### config.mk
export PLATFORM = sky130hd
export DESIGN_NAME = otp_fuse_ctrl
export DESIGN_NICKNAME = d
export VERILOG_FILES = /design/src/rtl/otp_fuse_ctrl.sv
export SDC_FILE = /design/constraint.sdc
export NUM_CORES = 2
export LEC_CHECK = 0
export BUFFER_PORTS_ARGS = -buffer_cell sky130_fd_sc_hd__clkbuf_2
export CAP_MARGIN = 40
export CORE_MARGIN = 3
export CORE_UTILIZATION = 35
export DETAILED_ROUTE_END_ITERATION = 6
export GPL_TIMING_DRIVEN = 1
export PLACE_DENSITY_LB_ADDON = 0.08
export RECOVER_POWER = 25
export SYNTH_ARGS = -nofsm -noshare
export SYNTH_HDL_FRONTEND = slang
export SYNTH_SLANG_ARGS = --single-unit
export TNS_END_PERCENT = 50
### constraint.sdc
create_clock -name clk -period 18.7 [get_ports clk]
set_input_delay 0 -clock clk [delete_from_list [all_inputs] [get_ports clk]]
set_output_delay 0 -clock clk [all_outputs]
set_load 0.01 [all_outputs]
### src/rtl/otp_fuse_ctrl.sv
module otp_fuse_ctrl #(
  parameter int ROW_WORDS    = 2,
  parameter int NUM_ROWS     = 16,
  parameter int READ_LAT     = 4,
  parameter int CTRL_LAT     = 2,
  parameter int PROG_BASE    = 3,
  parameter int PROG_PER_BIT = 2,
  parameter int LAT_W        = 16
) (
  input  logic        clk,
  input  logic        rst_n,
  input  logic        bus_wr,
  input  logic [7:0]  bus_addr,
  input  logic [31:0] bus_wdata,
  output logic [31:0] bus_rdata
);
  localparam int ROW_W  = 32 * ROW_WORDS;
  localparam int ROW_AW = (NUM_ROWS > 1) ? $clog2(NUM_ROWS) : 1;
  localparam int CNT_W  = $clog2(ROW_W + 1);

  localparam logic [5:0] CMD_READ = 6'h00;
  localparam logic [5:0] CMD_EN   = 6'h02;
  localparam logic [5:0] CMD_DIS  = 6'h03;
  localparam logic [5:0] CMD_PROG = 6'h08;

  localparam logic [7:0] A_MODE  = 8'h00;
  localparam logic [7:0] A_CMD   = 8'h04;
  localparam logic [7:0] A_START = 8'h08;
  localparam logic [7:0] A_STAT  = 8'h0C;
  localparam logic [7:0] A_RD0   = 8'h10;
  localparam logic [7:0] A_ADDR  = 8'h28;
  localparam logic [7:0] A_WD0   = 8'h2C;
  localparam logic [7:0] A_RD1   = 8'h5C;
  localparam logic [7:0] A_WD1   = 8'h64;

  logic             mode_q, start_q, done_q, ok_q, busy_q;
  logic [5:0]       cmd_q, op_cmd;
  logic [15:0]      addr_q, op_addr;
  logic [ROW_W-1:0] wd_q, rd_q, op_data;
  logic [LAT_W-1:0] cnt_q, lat;
  logic [2:0]       step_q;
  logic [ROW_W-1:0] fuse [NUM_ROWS];

  function automatic logic [CNT_W-1:0] ones(input logic [ROW_W-1:0] v);
    logic [CNT_W-1:0] n;
    n = '0;
    for (int i = 0; i < ROW_W; i++) n = n + CNT_W'(v[i]);
    return n;
  endfunction

  function automatic logic [31:0] key_at(input logic [2:0] s);
    case (s)
      3'd0:    return 32'hF;
      3'd1:    return 32'h4;
      3'd2:    return 32'h8;
      default: return 32'hD;
    endcase
  endfunction

  wire wr_start = bus_wr && bus_addr == A_START;
  wire launch   = wr_start && bus_wdata[0] && !start_q && mode_q && !busy_q;
  wire finish   = busy_q && cnt_q == '0;
  wire in_range = op_addr < 16'(NUM_ROWS);
  wire [ROW_AW-1:0] row = op_addr[ROW_AW-1:0];

  always_comb begin
    case (cmd_q)
      CMD_READ: lat = LAT_W'(READ_LAT);
      CMD_PROG: lat = LAT_W'(PROG_BASE) + LAT_W'(PROG_PER_BIT) * LAT_W'(ones(wd_q));
      default:  lat = LAT_W'(CTRL_LAT);
    endcase
  end

  always_ff @(posedge clk or negedge rst_n) begin
    if (!rst_n) begin
      mode_q  <= 1'b0;
      cmd_q   <= '0;
      start_q <= 1'b0;
      addr_q  <= '0;
      wd_q    <= '0;
    end else if (bus_wr) begin
      case (bus_addr)
        A_MODE:  mode_q  <= bus_wdata[0];
        A_CMD:   cmd_q   <= bus_wdata[5:0];
        A_START: start_q <= bus_wdata[0];
        A_ADDR:  addr_q  <= bus_wdata[15:0];
        A_WD0:   wd_q[31:0] <= bus_wdata;
        A_WD1:   if (ROW_WORDS > 1) wd_q[ROW_W-1 -: 32] <= bus_wdata;
        default: ;
      endcase
    end
  end

  always_ff @(posedge clk or negedge rst_n) begin
    if (!rst_n) begin
      busy_q  <= 1'b0;
      done_q  <= 1'b0;
      ok_q    <= 1'b0;
      step_q  <= '0;
      cnt_q   <= '0;
      op_cmd  <= '0;
      op_addr <= '0;
      op_data <= '0;
      rd_q    <= '0;
      for (int i = 0; i < NUM_ROWS; i++) fuse[i] <= '0;
    end else if (launch) begin
      busy_q  <= 1'b1;
      done_q  <= 1'b0;
      cnt_q   <= lat - 1'b1;
      op_cmd  <= cmd_q;
      op_addr <= addr_q;
      op_data <= wd_q;
    end else if (busy_q && !finish) begin
      cnt_q <= cnt_q - 1'b1;
    end else if (finish) begin
      busy_q <= 1'b0;
      done_q <= 1'b1;
      case (op_cmd)
        CMD_READ: rd_q <= in_range ? fuse[row] : '0;
        CMD_EN: if (!ok_q) begin
          if (op_data[31:0] == key_at(step_q)) begin
            step_q <= step_q + 1'b1;
            if (step_q == 3'd3) ok_q <= 1'b1;
          end else begin
            step_q <= '0;
          end
        end
        CMD_DIS: begin
          ok_q   <= 1'b0;
          step_q <= '0;
        end
        CMD_PROG: if (ok_q && in_range) fuse[row] <= fuse[row] | op_data;
        default: ;
      endcase
    end
  end

  always_comb begin
    bus_rdata = '0;
    case (bus_addr)
      A_MODE:  bus_rdata = {31'b0, mode_q};
      A_CMD:   bus_rdata = {26'b0, cmd_q};
      A_START: bus_rdata = {31'b0, start_q};
      A_STAT:  bus_rdata = {29'b0, ok_q, done_q, 1'b0};
      A_RD0:   bus_rdata = rd_q[31:0];
      A_ADDR:  bus_rdata = {16'b0, addr_q};
      A_WD0:   bus_rdata = wd_q[31:0];
      A_RD1:   if (ROW_WORDS > 1) bus_rdata = rd_q[ROW_W-1 -: 32];
      A_WD1:   if (ROW_WORDS > 1) bus_rdata = wd_q[ROW_W-1 -: 32];
      default: ;
    endcase
  end

  p_launch_needs_mode_r3: assert property (@(posedge clk) disable iff (!rst_n)
    $rose(busy_q) |-> $past(mode_q));

  p_done_low_busy_r4: assert property (@(posedge clk) disable iff (!rst_n)
    busy_q |-> !done_q);

  p_ok_after_fourth_r6: assert property (@(posedge clk) disable iff (!rst_n)
    $rose(ok_q) |-> ($past(step_q) == 3'd3 && $past(op_cmd) == CMD_EN));

  p_disable_locks_r8: assert property (@(posedge clk) disable iff (!rst_n)
    ($past(finish) && $past(op_cmd) == CMD_DIS) |-> (!ok_q && step_q == '0));

  for (genvar g = 0; g < NUM_ROWS; g++) begin : g_fuse_chk
    p_fuse_only_sets_r10: assert property (@(posedge clk) disable iff (!rst_n)
      (($past(fuse[g]) & ~fuse[g]) == '0));
    p_fuse_needs_unlock_r9: assert property (@(posedge clk) disable iff (!rst_n)
      (fuse[g] != $past(fuse[g])) |-> $past(ok_q));
  end
endmodule

==> run summary <==
The static leakage came out at 31.8 nW. The post-route clock period utilization came out at 0.531. In the layout the commonest cells are 1280 x sky130_fd_sc_hd__dfrtp_1, 1147 x sky130_fd_sc_hd__mux2_2, 274 x sky130_fd_sc_hd__nand2_1, 256 x sky130_fd_sc_hd__mux4_2, 154 x sky130_fd_sc_hd__clkbuf_16. The maximum number of pins on one net before global-route repair came out at 166. The count of buffers added on input and output ports is 74. The critical setup path kind is in2async. The post-DP HPWL is 107000 um. The critical path launch point type is an input port. The total negative setup slack came out at 0 ps.

The number of buffers and inverters on the critical path is 4. The number of antenna violations at the first check in global routing is 10. The vias per cell is 5.33. For this design, the CTS-stage hold fixing added 43 buffers.

The clock tree synthesis step divided the H-tree into 4 levels. Max-cap violations in this run came to 11. The transition at the pin with the smallest max-transition slack is 8000 ps.

For this run, asynchronously set or reset flops after synthesis account for 1.00. Timing would allow up to 0.101 GHz. The min-delay analysis places its worst path in the category in2reg. The number of different library cells used by synthesis comes to 62. The sum of overflow across all layers after global routing came out at 0. Yosys printed 0 warnings. The critical path arrival came out at 7640 ps. On the final layout, the worst clock skew is 29.2 ps.

The post-placement setup slack came out at 11880 ps. Across every metal layer, demand over resource in global routing totals 0.204. The worst path required time is 16410 ps. The worst setup path is captured at an async pin. The net count of the mapped netlist is 4192. The number of synthesized flops with an enable pin came out at 0. The clock passes through at most 3 buffers. The final reports fail on max-capacitance violations, max-slew violations. The buffers inserted during post-CTS setup optimization is 0.

The initial core utilization came out at 0.355. The die boundary width came out at 419 um. The final worst hold slack came out at 84.8 ps. The die covers 176000 um^2. The clock transition at the registers of the reported paths is 60 ps.

The number of primary I/O pins came out at 75. The floorplan step set the die height to 419 um. The biggest cell delay along the critical path came out at 5540 ps.

From synthesis to final layout, the design area changed by 14.1%. The number of failing setup endpoints in the final timing report came out at 0. Among all flip-flop cells after synthesis, the most frequent one is sky130_fd_sc_hd__dfrtp_1. The final number of hold-violating endpoints came out at 0. The critical path goes through dlygate4sd3_1, dlygate4sd3_1, clkbuf_1, clkbuf_1. The fraction of layout instances using a drive strength above 1 is 0.434.

Of the synthesized area, sequential elements account for 0.538. The global placement routability congestion is 0.820. The most frequent standard cell in the layout excluding fill and tap cells is sky130_fd_sc_hd__dfrtp_1. The cell count after placement came out at 6137. The flip-flop and latch count after synthesis is 1284. The clock root buffer master is sky130_fd_sc_hd__clkbuf_16.

The number of nets with antenna violations after detailed routing came out at 0. The gate count after technology mapping is 4073. The initial DRC count came out at 2134. For this design, the slowest cell found on the critical path is sky130_fd_sc_hd__clkbuf_1. The number of optimization iterations in the first detailed-route pass came out at 5. The total via count in the routed design is 34400. The site row count came out at 150. The wire length of the first global-routing pass is 265000 um. Along the worst path, the maximum fanout reaches 142.

The cell class contributing the biggest share of worst-path delay is buffers and inverters. The total length of routed wires is 176000 um. The post-cts gate resize count came out at 0. The number of nets in the finished design is 4247.

At the end of the flow the core is filled with cells to 0.405. The per-instance average area after synthesis is 14.7 um^2. Dividing the detail-routed wire length by the instance count gives 27.2 um. The maximum resistive drop on vdd is 95.0 uV.

Once layout is complete, the cells apart from fillers number 6456. TritonCTS built the clock tree. The via count of the first global-routing pass is 37000. The clock latency reported for the late side of the worst-skew pair is 780 ps. The number of slew-limit violations in the final report is 687.

Setup repair after global routing left no endpoint under its margin. The clock net in this run drives a total of 1284 sinks. Power spread over the standard cell area amounts to 89.5 nW/um^2. The flow ran to the end, but the final reports show violations. Counting the buffers created by CTS gives 150. The slack of the critical path is 8770 ps. The final critical-path required period is 9930 ps. The core outline area came out at 168000 um^2.

The post-synthesis cell area is 59700 um^2. The number of design rule violations left after detail routing is 0. The worst pin sits at a relative slew slack of -4.33.
metal layers:
metal | track usage | share of wire | vias up | wire (um)
met5 | 0 | 0.000074 | - | 13
met4 | 0.0545 | 0.024 | 2 | 4270
met3 | 0.0255 | 0.027 | 226 | 4660
met2 | 0.341 | 0.49 | 488 | 86100
met1 | 0.280 | 0.46 | 18800 | 80700
li1 | - | - | 14900 | -
cell usage after synthesis, types with 5 or more instances:
master                        n  share of area
sky130_fd_sc_hd__mux2_4      30         0.0075
sky130_fd_sc_hd__nand3_1     27         0.0023
sky130_fd_sc_hd__o21ai_0    122          0.010
sky130_fd_sc_hd__or4_1        9         0.0011
sky130_fd_sc_hd__o211ai_1     5        0.00063
sky130_fd_sc_hd__nor3_4       9         0.0025
sky130_fd_sc_hd__buf_1       26         0.0016
sky130_fd_sc_hd__nand2b_1    71         0.0074
sky130_fd_sc_hd__nor2_1      26         0.0016
sky130_fd_sc_hd__ha_1        22         0.0046
sky130_fd_sc_hd__nand4_1      8        0.00084
sky130_fd_sc_hd__mux2i_1    131          0.022
sky130_fd_sc_hd__xor2_1       8         0.0012
sky130_fd_sc_hd__buf_6        7         0.0013
sky130_fd_sc_hd__buf_2      122          0.010
sky130_fd_sc_hd__and3_1       5        0.00052
sky130_fd_sc_hd__a31oi_1      5        0.00052
sky130_fd_sc_hd__clkbuf_1   155         0.0097
sky130_fd_sc_hd__nor4_1      16         0.0017
sky130_fd_sc_hd__a21oi_1      8        0.00067
sky130_fd_sc_hd__mux2_2    1147           0.22
sky130_fd_sc_hd__dfrtp_1   1284           0.54
sky130_fd_sc_hd__mux4_2     256          0.097
sky130_fd_sc_hd__nand2_1    274          0.017
sky130_fd_sc_hd__fa_1        54          0.018
sky130_fd_sc_hd__inv_1      101         0.0063
sky130_fd_sc_hd__nor3_1       8        0.00067
sky130_fd_sc_hd__a22oi_1     67         0.0084
registers in the layout, summed over array words and instances, names as in the netlist, 3 cells and up:
signal and flops:
op_addr 16, addr_q 16, cnt_q 16, op_cmd 6, fuse 1024, cmd_q 6, wd_q 64, step_q 3
rd_q 64, op_data 64
through the flow:
step | instance area (um^2) | total power [W]
finish | 68100 | 0.00610
global route | 68100 | 0.00636
CTS | 68300 | 0.00620
detailed placement | 62900 | 0.00318
global placement | 62100 | 0.00318
floorplan | 59700 | 0.00304
where the power goes:
group	internal, W	switching (W)
combinational	0.000126	0.000206
clock	0.00175	0.00122
sequential	0.00279	0.00000926
total	0.00467	0.00143
layout make-up:
| cell class | instances | area, um^2 |
|---|---|---|
| Multi-Input combinational cell | 2378 | 25900 |
| Timing Repair Buffer | 213 | 2020 |
| Fill cell | 15600 | 100000 |
| Tap cell | 2204 | 2760 |
| Inverter | 101 | 379 |
| Sequential cell | 1284 | 32100 |
| Antenna cell | 2 | 5.00 |
| Clock buffer | 228 | 4450 |
| Clock inverter | 46 | 498 |
tightest hold or removal path: stages:
cell	delay, ps
sky130_fd_sc_hd__dlygate4sd3_1	520
sky130_fd_sc_hd__clkbuf_2	150
sky130_fd_sc_hd__mux2_2	150
logic make-up after synthesis:
| kind of cell | synth area share |
|---|---|
| DFF | 0.538 |
| AOI/OAI and AO/OA | 0.0253 |
| adders and majority gates | 0.0227 |
| xor gates and xnor gates | 0.00176 |
| buffers and inverters | 0.0293 |
| muxes | 0.342 |
| and+or+nand+nor | 0.0404 |
worst paths after layout:
path	to	cells past startpoint	slack, ps	startpoint
worst min-delay path	wd_q[18]	3	80	bus_wdata[18]
min in group asynchronous	fuse[236]	4	1000	rst_n
max in group clk	cnt_q[7]	20	11860	wd_q[35]
worst max register to register	cnt_q[7]	20	11860	wd_q[35]
worst max-delay path	op_addr[3]	4	8770	rst_n
worst min register to register	op_data[43]	2	470	op_data[43]
No activity file was read; power rests on OpenSTA's default activity.
